===== src/rtl/bms_pkg.sv =====
package bms_pkg;
    typedef enum logic [3:0] {
        ST_IDLE,
        ST_S0, ST_S1, ST_S2, ST_S3,
        ST_S4, ST_S5, ST_S6, ST_S7,
        ST_WA, ST_WB
    } bms_state_e;
endpackage


===== src/rtl/bms_fsm.sv =====
module bms_fsm
    import bms_pkg::*;
(
    input  logic       clk,
    input  logic       rst_n,
    input  logic       req_valid,
    input  logic       dtack_n,
    output bms_state_e state,
    output logic       phase,
    output logic       accept
);
    bms_state_e state_nx;

    // phase 0: bus clock high half, phase 1: low half
    assign accept = (state == ST_IDLE) && req_valid && phase;

    always_ff @(posedge clk or negedge rst_n) begin
        if (!rst_n) begin
            state <= ST_IDLE;
            phase <= 1'b0;
        end else begin
            state <= state_nx;
            phase <= ~phase;
        end
    end

    always_comb begin
        state_nx = state;
        unique case (state)
            ST_IDLE: if (accept) state_nx = ST_S0;
            ST_S0:   state_nx = ST_S1;
            ST_S1:   state_nx = ST_S2;
            ST_S2:   state_nx = ST_S3;
            ST_S3:   state_nx = ST_S4;
            ST_S4:   state_nx = dtack_n ? ST_WA : ST_S5;
            ST_WA:   state_nx = ST_WB;
            ST_WB:   state_nx = dtack_n ? ST_WA : ST_S5;
            ST_S5:   state_nx = ST_S6;
            ST_S6:   state_nx = ST_S7;
            ST_S7:   state_nx = ST_IDLE;
            default: state_nx = ST_IDLE;
        endcase
    end

    // cycle starts on the high half of the bus clock
    assert_s0_high_half_R2: assert property (@(posedge clk) disable iff (!rst_n)
        (state == ST_S0) |-> !phase);
    // a missing acknowledge at a sample point inserts a wait clock
    assert_wait_inserted_R7: assert property (@(posedge clk) disable iff (!rst_n)
        ((state == ST_S4 || state == ST_WB) && dtack_n) |=> (state == ST_WA));
    // acknowledge in WA never ends the wait
    assert_wa_not_sampled_R8: assert property (@(posedge clk) disable iff (!rst_n)
        (state == ST_WA) |=> (state == ST_WB));
endmodule


===== src/rtl/bms_outdec.sv =====
module bms_outdec
    import bms_pkg::*;
#(
    parameter int AW = 23,
    parameter int NB = 2
) (
    input  bms_state_e        state,
    input  logic              wr,
    input  logic [NB-1:0]     be,
    input  logic [AW-1:0]     addr_q,
    output logic [AW-1:0]     addr,
    output logic              as_n,
    output logic [NB-1:0]     ds_n,
    output logic              rw,
    output logic              dout_en
);
    logic in_cycle;   // S1..S7 and waits
    logic strobed;    // S2..S7 and waits
    logic late;       // S4..S7 and waits
    logic data_win;   // S3..S7 and waits
    logic ds_on;

    always_comb begin
        in_cycle = 1'b0;
        strobed  = 1'b0;
        late     = 1'b0;
        data_win = 1'b0;
        unique case (state)
            ST_IDLE, ST_S0: ;
            ST_S1: in_cycle = 1'b1;
            ST_S2: begin in_cycle = 1'b1; strobed = 1'b1; end
            ST_S3: begin in_cycle = 1'b1; strobed = 1'b1; data_win = 1'b1; end
            ST_S4, ST_S5, ST_S6, ST_S7, ST_WA, ST_WB: begin
                in_cycle = 1'b1; strobed = 1'b1; data_win = 1'b1; late = 1'b1;
            end
            default: ;
        endcase
    end

    assign ds_on   = strobed && (!wr || late);
    assign addr    = in_cycle ? addr_q : '0;
    assign as_n    = !strobed;
    assign rw      = !(wr && strobed);
    assign dout_en = wr && data_win;

    for (genvar i = 0; i < NB; i++) begin : g_lane
        assign ds_n[i] = !(ds_on && be[i]);
    end
endmodule


===== src/rtl/bus_master_seq.sv =====
module bus_master_seq
    import bms_pkg::*;
#(
    parameter int AW = 23,
    parameter int DW = 16
) (
    input  logic              clk,
    input  logic              rst_n,
    input  logic              req_valid,
    input  logic              req_write,
    input  logic [DW/8-1:0]   req_be,
    input  logic [AW-1:0]     req_addr,
    input  logic [DW-1:0]     req_wdata,
    output logic              busy,
    output logic              done,
    output logic [DW-1:0]     rdata,
    output logic              bus_clk,
    output logic [AW-1:0]     bus_addr,
    output logic              bus_as_n,
    output logic [DW/8-1:0]   bus_ds_n,
    output logic              bus_rw,
    output logic [DW-1:0]     bus_dout,
    output logic              bus_dout_en,
    input  logic [DW-1:0]     bus_din,
    input  logic              bus_dtack_n
);
    localparam int NB = DW / 8;

    bms_state_e       state;
    logic             phase;
    logic             accept;
    logic             wr_q;
    logic [NB-1:0]    be_q;
    logic [AW-1:0]    addr_q;
    logic [DW-1:0]    wdata_q;
    logic [DW-1:0]    rdata_q;
    logic             done_q;

    bms_fsm u_fsm (
        .clk       (clk),
        .rst_n     (rst_n),
        .req_valid (req_valid),
        .dtack_n   (bus_dtack_n),
        .state     (state),
        .phase     (phase),
        .accept    (accept)
    );

    bms_outdec #(.AW(AW), .NB(NB)) u_outdec (
        .state   (state),
        .wr      (wr_q),
        .be      (be_q),
        .addr_q  (addr_q),
        .addr    (bus_addr),
        .as_n    (bus_as_n),
        .ds_n    (bus_ds_n),
        .rw      (bus_rw),
        .dout_en (bus_dout_en)
    );

    always_ff @(posedge clk or negedge rst_n) begin
        if (!rst_n) begin
            wr_q    <= 1'b0;
            be_q    <= '0;
            addr_q  <= '0;
            wdata_q <= '0;
            rdata_q <= '0;
            done_q  <= 1'b0;
        end else begin
            if (accept) begin
                wr_q    <= req_write;
                be_q    <= req_be;
                addr_q  <= req_addr;
                wdata_q <= req_wdata;
            end
            if (state == ST_S6 && !wr_q) rdata_q <= bus_din;
            done_q <= (state == ST_S7);
        end
    end

    assign busy     = (state != ST_IDLE);
    assign done     = done_q;
    assign rdata    = rdata_q;
    assign bus_clk  = !phase;
    assign bus_dout = wdata_q;

    // no data strobe without the address strobe
    assert_ds_within_as_R4: assert property (@(posedge clk) disable iff (!rst_n)
        (bus_ds_n != '1) |-> !bus_as_n);
    // write data is driven whenever a write strobe is active
    assert_wr_data_driven_R5: assert property (@(posedge clk) disable iff (!rst_n)
        (!bus_rw && bus_ds_n != '1) |-> bus_dout_en);
    // direction does not change while the address strobe is held
    assert_rw_stable_R5: assert property (@(posedge clk) disable iff (!rst_n)
        (!bus_as_n && $past(!bus_as_n)) |-> $stable(bus_rw));
    // completion is a single-tick pulse
    assert_done_pulse_R9: assert property (@(posedge clk) disable iff (!rst_n)
        done |=> !done);
    // a transfer begins only from a request
    assert_busy_from_req_R2: assert property (@(posedge clk) disable iff (!rst_n)
        $rose(busy) |-> $past(req_valid));
    // the bus is released once done is raised
    assert_release_R10: assert property (@(posedge clk) disable iff (!rst_n)
        done |-> (bus_as_n && !bus_dout_en));
endmodule


===== config.mk =====
export PLATFORM = sky130hd
export DESIGN_NAME = bus_master_seq
export DESIGN_NICKNAME = d
export VERILOG_FILES = /design/src/rtl/bms_pkg.sv /design/src/rtl/bms_fsm.sv /design/src/rtl/bms_outdec.sv /design/src/rtl/bus_master_seq.sv
export SDC_FILE = /design/constraint.sdc
export NUM_CORES = 1
export LEC_CHECK = 0
export ABC_CLOCK_PERIOD_IN_PS = 1700
export BUFFER_PORTS_ARGS = -buffer_cell sky130_fd_sc_hd__buf_4
export CAP_MARGIN = 20
export CORE_MARGIN = 2
export CORE_UTILIZATION = 40
export CTS_CLUSTER_SIZE = 40
export DETAILED_ROUTE_END_ITERATION = 6
export PLACE_DENSITY_LB_ADDON = 0.3
export SYNTH_ARGS = -nofsm -noshare
export SYNTH_HDL_FRONTEND = slang
export SYNTH_SLANG_ARGS = --single-unit
export TNS_END_PERCENT = 1

===== constraint.sdc =====
create_clock -name clk -period 1.7 [get_ports clk]
set_clock_uncertainty 0.05 [all_clocks]
set_input_delay 0.085 -clock clk [delete_from_list [all_inputs] [get_ports clk]]
set_output_delay 0.085 -clock clk [all_outputs]
set_load 0.01 [all_outputs]

==> metrics.log <==
[metrics] Port Buffer Count: 124
[metrics] worst setup path category: reg2out
[metrics] initial cell density of the core: 0.4093
[metrics] instance count of the mapped netlist: 201
[metrics] Avg WL per Cell: between 15 and 20 um
[metrics] sequential cell area fraction in the yosys report: 0.5792
[metrics] leakage power: 2.548 nW
[metrics] clock network latency to the later pin of the worst-skew pair: 0.33 ns
[metrics] Total Routed Length: 8622 um
[metrics] final cell count without fillers: 494
[metrics] top library cells by usage in the layout, fill and taps aside: 115 x buf_4, 64 x dfrtp_1, 59 x dlygate4sd3_1
[metrics] cell internal pwr: 7.126 mW
[metrics] sw frac: 0.3174
[metrics] number of max-cap violations: 0
[metrics] H-tree depth reported by CTS: 3
[metrics] Final Net Count: around 470
[metrics] min-delay worst type: in2reg
[metrics] reported net switching power: 3.314 mW
[metrics] slowest cell on the critical path: dfrtp_1
[metrics] series of cell instances along the critical path: buf_6 -> or3_4 -> o21a_4 -> clkbuf_16 -> and2_4 -> buf_6
[metrics] endpoint class of the critical path: output port
[metrics] status: finished with violations
[metrics] antenna violation net count after detailed routing: 0
[metrics] filler cell count: 395
[metrics] top area cells in the synthesized netlist: dfrtp_1 58%, mux2_2 24%, and2_1 5.4%
[metrics] area of the core region: 6756 sq um
[metrics] violations in the final reports: setup timing
[metrics] maximum number of buffers from clock root to sink: 2
[metrics] TritonCTS sink count: 64
[metrics] height of the chip: 87.15 um
[metrics] initial antenna violation count: 0
[metrics] total congestion overflow after global routing: 0
[metrics] Final Wtd Congestion: 0.7362
[metrics] HPWL reported at the end of detailed placement: 4661 um
[metrics] I/O pins: approximately 130
[metrics] width of the die: 87.15 um
[metrics] via count: 2410
[metrics] DRC violations left: 0
[metrics] most common cell type on the critical path: buf_6
[metrics] average via count per standard cell: between 4 and 5
[metrics] number of endpoints failing setup at the final stage: 86
[metrics] setup TNS: -13.48 ns
[metrics] maximum number of pins on one net before global-route repair: 36
[metrics] final hold violation count: 0
[metrics] power density cells: 1995 nW/um^2
[metrics] Final Cell Area: 5234 sq um
[metrics] Yosys warning total: 0
[metrics] number of global-route vias before repair: 2501
[metrics] Rows: 30
[metrics] area fraction of the dominant cell type after synthesis: 0.5792
[metrics] cell count after placement: approximately 400
[metrics] top fanout value on the critical path: 6
[metrics] final critical-path setup slack: -0.2788 ns
[metrics] launching element type of the critical path: flip-flop
[metrics] largest stage delay on the critical path: 0.41 ns
[metrics] ant diodes: 0
[metrics] nets in the synthesized netlist: 263
[metrics] worst hold slack: 0.08054 ns
[metrics] number of flip-flops and latches in the synthesized netlist: 64
[metrics] IR drop worst, VDD: 1148 uV
[metrics] Comb power frac: 0.592
[metrics] leading cell type in the layout, fill and taps excluded: buf_4
[metrics] CTS tree: built
[metrics] kind of cell adding the most delay to the critical path: simple AND/OR/NAND/NOR gates
[metrics] clock buffer count from CTS: 9
[metrics] first-pass GRT wire length: approximately 12000 um
[metrics] sequential cell fraction of total power: 0.260
[metrics] max-slew violation total from the final report: 0
[metrics] Yosys top cell by area: dfrtp_1
[metrics] count of different cell masters after synthesis: 29
[metrics] post-synthesis area per instance: around 14 sq um
[metrics] area grow syn2layout: 89.28%
[metrics] setup repair after global routing missed its margin: true
[metrics] crit path DAT: 1.84 ns
[metrics] layout cells sized above 1: 0.6232
[metrics] dpl cell area: 3884 sq um
[metrics] Reg clk slew, reported paths: about 0.07 ns
[metrics] clock network fraction of design power: 0.148
[metrics] total die area: 7594 sq um
[metrics] highest attainable clock frequency: between 0.5 and 0.6 GHz
[metrics] actual slew at the worst max-slew pin: 0.4115 ns
[metrics] clk root buf: clkbuf_8
[metrics] fin crit share: 1.164
[metrics] DRC violation total after the first TritonRoute iteration: 49
[metrics] data required time of the worst path: roughly 1.6 ns
[metrics] post-synth design cell area: ~2800 sq um
[metrics] length of the first detailed-routing pass in iterations: 4
[metrics] global-route total usage across every layer: 0.2127
[metrics] worst max-slew margin expressed relative to the limit: 0.7257
[metrics] combined buffer and inverter count along the critical path: 3
[metrics] minimum clock period after layout: between 1.5 and 2 ns
-- worst register-to-register path, stage by stage, from the launching register on --
cell and delay [ns]:
dfrtp_1 0.41, buf_4 0.15, or4_4 0.46, nor2_8 0.16, buf_12 0.19, mux2_2 0.36
-- sequential cells by signal, indices dropped and copies added (netlist names) --
register,flops
addr_q,23
bus_dout,16
rdata,16
u_fsm.state,4
be_q,2
done,1
u_fsm.phase,1
wr_q,1
-- metrics by stage --
step           total power, mW  utilization  setup slack [ns]
6_report                 10.44       0.7746           -0.2788
5_1_grt                  10.97       0.7746           -0.3447
4_1_cts                  9.536       0.7363           -0.2813
3_5_place_dp             6.907       0.5748           -0.1172
3_3_place_gp             6.790       0.5748          -0.07076
2_1_floorplan            4.824            -          -0.06237
-- cell type report --
class / instances / area (sq um) / area share
Sequential cell: 64 / 1602 / 0.3060
Clock inverter: 5 / 85.08 / 0.01626
Multi-Input combinational cell: 122 / 1346 / 0.2572
Clock buffer: 11 / 151.4 / 0.02893
Tap cell: 80 / 100.1 / 0.01913
Inverter: 3 / 11.26 / 0.002152
Timing Repair Buffer: 209 / 1938 / 0.3703
-- cell usage after synthesis --
cell / instances
nand3b_1: 2
a22o_1: 1
buf_6: 4
o2bb2ai_1: 1
buf_2: 2
xnor2_1: 1
nor3b_1: 1
a21oi_1: 2
inv_1: 3
o21ai_0: 10
and2_1: 24
nor2b_1: 2
or4bb_1: 1
dfrtp_1: 64
nand2b_1: 4
a2111o_1: 1
a211oi_1: 1
o311a_1: 1
or4_4: 1
nor2_1: 1
clkbuf_1: 6
nor3_1: 1
o21a_1: 2
or2_2: 1
nor2_8: 1
mux2_2: 58
and3_1: 1
or3_1: 1
nand2_1: 3
-- what timing repair did --
item	4_1_cts	5_1_grt
endpoints found under the setup margin	69	79
setup buffers	4	6
hold buffers	59	0
cloned	1	3
resized for setup	62	47
hold endpoints to repair	122	0
pin swaps	13	16
-- power by group through the flow --
| stage | clock (mW) | sequential, mW | combinational (mW) |
|---|---|---|---|
| 2_1_floorplan | 0 | 2.75 | 2.07 |
| 5_1_grt | 1.64 | 2.79 | 6.54 |
| 6_report | 1.54 | 2.72 | 6.18 |
| 3_3_place_gp | 0 | 2.60 | 4.19 |
| 4_1_cts | 1.57 | 2.64 | 5.33 |
| 3_5_place_dp | 0 | 2.64 | 4.27 |
-- routing by layer --
| metal | global-route usage | vias up | part of all wire |
|---|---|---|---|
| met2 | 0.3713 | 77 | 0.56 |
| met5 | 0 | - | 0 |
| met4 | 0.08671 | 0 | 0.019 |
| met1 | 0.2460 | 1211 | 0.38 |
| li1 | - | 1107 | - |
| met3 | 0.05877 | 15 | 0.043 |
-- kinds of logic (layout without fill, tap and decap cells) --
kind of cell / after synthesis / count (layout) / share of synthesized area
AND/OR/NAND/NOR: 44 / 44 / 0.1054
multiplexers: 58 / 58 / 0.2362
flip-flops: 64 / 64 / 0.5792
AO/OA/AOI/OAI: 19 / 19 / 0.04389
buffers and inverters: 15 / 228 / 0.03212
XOR/XNOR: 1 / 1 / 0.003168
-- worst paths after layout --
| path | cells after the start | start | to | slack, ns |
|---|---|---|---|---|
| max reg2reg | 5 | u_fsm.state[3]$_DFFE_PN0P_ | bus_dout[10]$_DFFE_PN0P_ | -0.18 |
| max | 6 | u_fsm.state[3]$_DFFE_PN0P_ | bus_addr[14] | -0.28 |
| min reg2reg | 1 | u_fsm.phase$_DFF_PN0_ | u_fsm.phase$_DFF_PN0_ | 0.42 |
| min | 4 | bus_dtack_n | u_fsm.state[1]$_DFFE_PN0P_ | 0.08 |
| min in group asynchronous | 2 | rst_n | rdata[5]$_DFFE_PN0P_ | 0.20 |
| max in group asynchronous | 3 | rst_n | rdata[7]$_DFFE_PN0P_ | 0.86 |
Note: power is estimated with default switching activity, not from simulation.
